`src/rtl/wk_pkg.sv`:
```
package wk_pkg;
  localparam int STATUS_W = 8;
  localparam int ST_SHORT = 0;
  localparam int ST_EDGE  = 1;
  localparam int ST_THERM = 2;
  localparam int ST_TMO   = 3;
  localparam int ST_PIN   = 7;
  localparam int N_FLAGS  = 2;
endpackage

```
`src/rtl/wk_timeout.sv`:
```
module wk_timeout #(
  parameter int unsigned TMO_CYC = 26_000_000
) (
  input  logic clk,
  input  logic rst_n,
  input  logic req,
  output logic expired
);
  localparam int CW = $clog2(TMO_CYC + 1);
  logic [CW-1:0] cnt;

  always_ff @(posedge clk or negedge rst_n) begin
    if (!rst_n) begin
      cnt     <= '0;
      expired <= 1'b0;
    end else if (!req) begin
      cnt     <= '0;
      expired <= 1'b0;
    end else if (!expired) begin
      if (cnt == CW'(TMO_CYC - 1)) expired <= 1'b1;
      else                         cnt     <= cnt + 1'b1;
    end
  end
endmodule

```
`src/rtl/wk_short_filter.sv`:
```
module wk_short_filter #(
  parameter int unsigned SC_CYC = 8192
) (
  input  logic clk,
  input  logic rst_n,
  input  logic oc,
  output logic trip
);
  localparam int CW = $clog2(SC_CYC + 1);
  logic [CW-1:0] cnt;
  logic          done;

  assign trip = oc && !done && (cnt == CW'(SC_CYC - 1));

  always_ff @(posedge clk or negedge rst_n) begin
    if (!rst_n) begin
      cnt  <= '0;
      done <= 1'b0;
    end else if (!oc) begin
      cnt  <= '0;
      done <= 1'b0;
    end else if (trip) begin
      done <= 1'b1;
    end else if (!done) begin
      cnt <= cnt + 1'b1;
    end
  end
endmodule

```
`src/rtl/wk_thermal_latch.sv`:
```
module wk_thermal_latch (
  input  logic clk,
  input  logic rst_n,
  input  logic evt,
  input  logic bypass,
  input  logic reen,
  output logic off
);
  always_ff @(posedge clk or negedge rst_n) begin
    if (!rst_n)              off <= 1'b0;
    else if (evt && !bypass) off <= 1'b1;
    else if (reen)           off <= 1'b0;
  end
endmodule

```
`src/rtl/wk_pin_sense.sv`:
```
module wk_pin_sense #(
  parameter int SYNC_STAGES = 2
) (
  input  logic clk,
  input  logic rst_n,
  input  logic pin_async,
  output logic level,
  output logic edge_seen
);
  logic [SYNC_STAGES-1:0] sync;
  logic                   prev;

  always_ff @(posedge clk or negedge rst_n) begin
    if (!rst_n) begin
      sync <= '0;
      prev <= 1'b0;
    end else begin
      sync <= {sync[SYNC_STAGES-2:0], pin_async};
      prev <= sync[SYNC_STAGES-1];
    end
  end

  assign level     = sync[SYNC_STAGES-1];
  assign edge_seen = level ^ prev;
endmodule

```
`src/rtl/wake_drv_ctrl.sv`:
```
module wake_drv_ctrl
  import wk_pkg::*;
#(
  parameter int unsigned TMO_CYC = 26_000_000,
  parameter int unsigned SC_CYC  = 8192
) (
  input  logic                clk,
  input  logic                rst_n,
  input  logic                cfg_out_req,
  input  logic                cfg_tmo_bypass,
  input  logic                cfg_therm_bypass,
  input  logic                cfg_in_mode,
  input  logic                therm_reen,
  input  logic [N_FLAGS-1:0]  flag_clr,
  input  logic                oc_cmp,
  input  logic                therm_evt,
  input  logic                pin_cmp,
  output logic                drv_en,
  output logic [STATUS_W-1:0] status,
  output logic                irq
);
  logic tmo_expired, sc_trip, therm_off, pin_level, pin_edge;
  logic [N_FLAGS-1:0] flag_set, flag_q;

  wk_timeout #(.TMO_CYC(TMO_CYC)) u_tmo (
    .clk(clk), .rst_n(rst_n), .req(cfg_out_req), .expired(tmo_expired)
  );

  wk_short_filter #(.SC_CYC(SC_CYC)) u_sc (
    .clk(clk), .rst_n(rst_n), .oc(oc_cmp), .trip(sc_trip)
  );

  wk_thermal_latch u_therm (
    .clk(clk), .rst_n(rst_n), .evt(therm_evt), .bypass(cfg_therm_bypass),
    .reen(therm_reen), .off(therm_off)
  );

  wk_pin_sense #(.SYNC_STAGES(2)) u_pin (
    .clk(clk), .rst_n(rst_n), .pin_async(pin_cmp),
    .level(pin_level), .edge_seen(pin_edge)
  );

  assign flag_set[ST_SHORT] = sc_trip;
  assign flag_set[ST_EDGE]  = pin_edge && cfg_in_mode;

  for (genvar g = 0; g < N_FLAGS; g++) begin : g_flag
    always_ff @(posedge clk or negedge rst_n) begin
      if (!rst_n)           flag_q[g] <= 1'b0;
      else if (flag_set[g]) flag_q[g] <= 1'b1;
      else if (flag_clr[g]) flag_q[g] <= 1'b0;
    end
  end

  assign drv_en = cfg_out_req && !cfg_in_mode && !therm_off &&
                  !(tmo_expired && !cfg_tmo_bypass);

  always_comb begin
    status           = '0;
    status[ST_SHORT] = flag_q[ST_SHORT];
    status[ST_EDGE]  = flag_q[ST_EDGE];
    status[ST_THERM] = therm_off;
    status[ST_TMO]   = tmo_expired;
    status[ST_PIN]   = pin_level;
  end

  assign irq = |flag_q;
endmodule

```
`config.mk`:
```
export PLATFORM = sky130hd
export DESIGN_NAME = wake_drv_ctrl
export DESIGN_NICKNAME = d
export VERILOG_FILES = /design/src/rtl/wk_pkg.sv /design/src/rtl/wk_timeout.sv /design/src/rtl/wk_short_filter.sv /design/src/rtl/wk_thermal_latch.sv /design/src/rtl/wk_pin_sense.sv /design/src/rtl/wake_drv_ctrl.sv
export SDC_FILE = /design/constraint.sdc
export NUM_CORES = 1
export LEC_CHECK = 0
export CORE_ASPECT_RATIO = 0.6
export CORE_MARGIN = 1.5
export CORE_UTILIZATION = 40
export DETAILED_ROUTE_END_ITERATION = 10
export HOLD_SLACK_MARGIN = 0.02
export SYNTH_ARGS = -nofsm -noshare
export SYNTH_HDL_FRONTEND = slang
export SYNTH_SLANG_ARGS = --single-unit
```
`constraint.sdc`:
```
create_clock -name clk -period 4.5 [get_ports clk]
set_input_delay 0.45 -clock clk [delete_from_list [all_inputs] [get_ports clk]]
set_output_delay 0.45 -clock clk [all_outputs]
set_load 0.005 [all_outputs]
```
==> impl_metrics.csv <==
group,metric,value,unit
outcome,outcome,"finished, final reports clean",
place,io_buffers,18,
detailed_routing,vias_per_cell,5.13,
global_routing,grt_pass1_wl,8470,um
yosys,synth_top_area_share,48.7,%
yosys,synth_largest_area_cell,"dfrtp_1",
timing,fin_crit_sh,55.5,%
worst_setup_path,crit_fanout,35,
yosys,synthCells,245,
detailed_routing,first_iter_violations,76,
clock_tree,htree_levels,2,
yosys,synth_most_common_cell,"dfrtp_1",
timing,fmax,401,MHz
worst_setup_path,cp.arrival,2.05,ns
timing,fin_tns_setup,0,ns
floorplan,num_rows,21,
detailed_routing,vias,1754,
worst_setup_path,endpoint_kind,"output port",
worst_setup_path,critical_path.startpoint,"cfg_out_req",
global_routing,overflow,0,
floorplan,core_area,0.00570,mm^2
detailed_routing,first_pass_iters,4,
finish,drive_above_1_share,4.58,%
global_routing,antenna_found_initial,0,
detailed_routing,wl,4830,um
power,vdd_drop_max,0.136,mV
yosys,synth_seq_cells,47,
yosys,synth_edf_count,0,
yosys,synthesis.area,0.00241,mm^2
detailed_routing,wl_met2,1770,um
timing,slew_headroom,30.4,%
finish,nNetsFinal,275,
yosys,avgSynthCellArea,9.86,um^2
timing,hold_viol_final,0,
power,p_per_area,267,mW/mm^2
worst_setup_path,timing.critical_path.from_type,"input pin",
clock_tree,cts_setup_buffers,0,
detailed_routing,antenna_left,0,
timing,tightest_slew,1.04,ns
detailed_routing,remaining_drc_errors,0,
yosys,synth_cell_type_count,32,
place,pre_cts_ws,1.97,ns
detailed_routing,wl_met1,2800,um
yosys,ys_warn_count,0,
detailed_routing,wl_met3,245,um
floorplan,die_w,103,um
worst_hold_path,min_path_type,"in2async",
timing,finalSetupViolations,0,
finish,fillers,541,
worst_setup_path,slowest_delay,0.56,ns
finish,diodes,0,
worst_setup_path,critical_path_class,"in2out",
floorplan,die_area,0.00653,mm^2
yosys,async_reset_ff_share,100,%
worst_setup_path,crit_chain,"clkdlybuf4s50_1, buf_4, nor4b_1, clkdlybuf4s50_1",
global_routing,grt_pass1_vias,1678,
clock_tree,clk_pin_slew,0.08,ns
clock_tree,cts_root_buffer,"clkbuf_8",
finish,area_delta_synth_final,12.5,%
clock_tree,cts.repair.resized,0,
worst_setup_path,crit_top_cell,"clkdlybuf4s50_1",
timing,layout_min_cycle_time,2.50,ns
floorplan,start_util,42.4,%
timing,fin_worst_skew,0.00551,ns
yosys,ys_seq_area_share,48.7,%
yosys,ys_top_cells_by_area,"dfrtp_1 (49%), xnor2_1 (5.4%), and2_1 (4.4%), xor2_1 (4.4%), nand3_1 (4.1%)",
finish,final_core_util,47.7,%
place,hpwl,3290,um
yosys,synth-main-ff-cell,"dfrtp_1",
global_routing,grt_start_max_net_pins,48,
clock_tree,cts-buffers-inserted,5,
clock_tree,clk_latency,0.29,ns
timing,finalWorstSetupSlack,2.00,ns
clock_tree,cts_hold_buf,0,
clock_tree,ctsLongestPathBuffers,2,
detailed_routing,routed.top_layer,"met4",
timing,hold_ws,0.335,ns
power,p_leak,1.23,nW
yosys,ys_top_cells_by_count,"dfrtp_1 (47), nand2_1 (23), nand3_1 (20)",
place,gp_congestion,0.797,
worst_setup_path,crit_required,4.05,ns
global_routing,grt_util_all_layers,16.8,%
detailed_routing,wire_per_inst,14.1,um
timing,drv_slew,0,
run,maxCapViolations,0,
clock_tree,cts_sinks,47,
clock_tree,cts_tree,"built",
floorplan,ios,22,
timing,rsz0062_at_grt,"no",
worst_setup_path,critPathSlowestCell,"clkdlybuf4s50_1",
worst_setup_path,timing.rr.start,"u_tmo.cnt[7]$_DFFE_PN0P_",
floorplan,dieHeight,63.2,um
per-stage QoR:
step           total power [mW]  cell area, um^2  cells
2_1_floorplan             0.467             2420    247
3_3_place_gp              0.495             2630    334
3_5_place_dp              0.496             2630    334
4_1_cts                   0.743             2720    342
5_1_grt                   0.766             2720    342
6_report                  0.727             2720    342
layout make-up:
type                            count  area [um^2]  area share, %
Tap cell                           80          100           3.68
Sequential cell                    47         1180           43.3
Inverter                            6         22.5          0.829
Clock buffer                        5         68.8           2.53
Clock inverter                      3         15.0          0.552
Timing Repair Buffer               19          183           6.72
Multi-Input combinational cell    182         1150           42.4
path summary, 6_finish.rpt:
| path | slack [ns] | cells past startpoint | to |
|---|---|---|---|
| setup / recovery | 2.00 | 4 | drv_en |
| hold / removal | 0.33 | 1 | u_sc.cnt[7]$_DFFE_PN0P_ |
| setup reg to reg | 2.13 | 5 | u_tmo.cnt[0]$_DFFE_PN0P_ |
| hold reg to reg | 0.35 | 0 | u_pin.sync[1]$_DFF_PN0_ |
| max in group asynchronous | 3.51 | 1 | u_tmo.cnt[7]$_DFFE_PN0P_ |
| min in group clk | 0.35 | 0 | u_pin.sync[1]$_DFF_PN0_ |
routing by layer:
layer	global-route usage (%)	up-vias
met1	28.2	842
met2	21.1	37
li1	-	873
met4	3.55	0
met3	4.22	2
met5	0	-
cell usage in the layout (no fill, tap or decap), types with 3 or more instances in the layout:
cell	instances
nand2_1	23
nor2_1	18
clkinv_2	3
xnor2_1	15
inv_1	6
clkdlybuf4s50_1	17
and3_1	8
and4_1	6
conb_1	3
and2_1	17
mux2i_1	9
dfrtp_1	47
nand3_1	20
xor2_1	12
nor3_1	4
clkbuf_8	5
o21ai_0	6
nand2b_1	7
nand4_1	16
critical path, delay by kind of cell:
| kind | cells | cell delay [ns] |
|---|---|---|
| buffers and inverters | 3 | 1.31 |
| AND/OR/NAND/NOR | 1 | 0.27 |
kinds of logic after synthesis:
group / count (synthesis) / synth area share (%)
other: 1 / 0.155
muxes: 9 / 3.73
adders and majority gates: 2 / 1.04
DFF: 47 / 48.7
and+or+nand+nor: 130 / 29.9
xor gates and xnor gates: 27 / 9.79
buffers and inverters: 18 / 3.89
AOI/OAI and AO/OA: 11 / 2.75
report_power, final:
group | switching (mW) | internal [mW] | leakage, nW
sequential | 0.00819 | 0.430 | 0.641
combinational | 0.0260 | 0.0231 | 0.538
clock | 0.133 | 0.106 | 0.0477
total | 0.167 | 0.559 | 1.23
state kept, by name, summed over array words and instances, names as in the netlist:
name and flops:
status 2, u_sc.cnt 14, u_tmo.cnt 25, u_tmo.expired 1, u_therm.off 1, u_pin.prev 1, u_pin.sync 2, u_sc.done 1
Power figures use the tool's default switching activity.
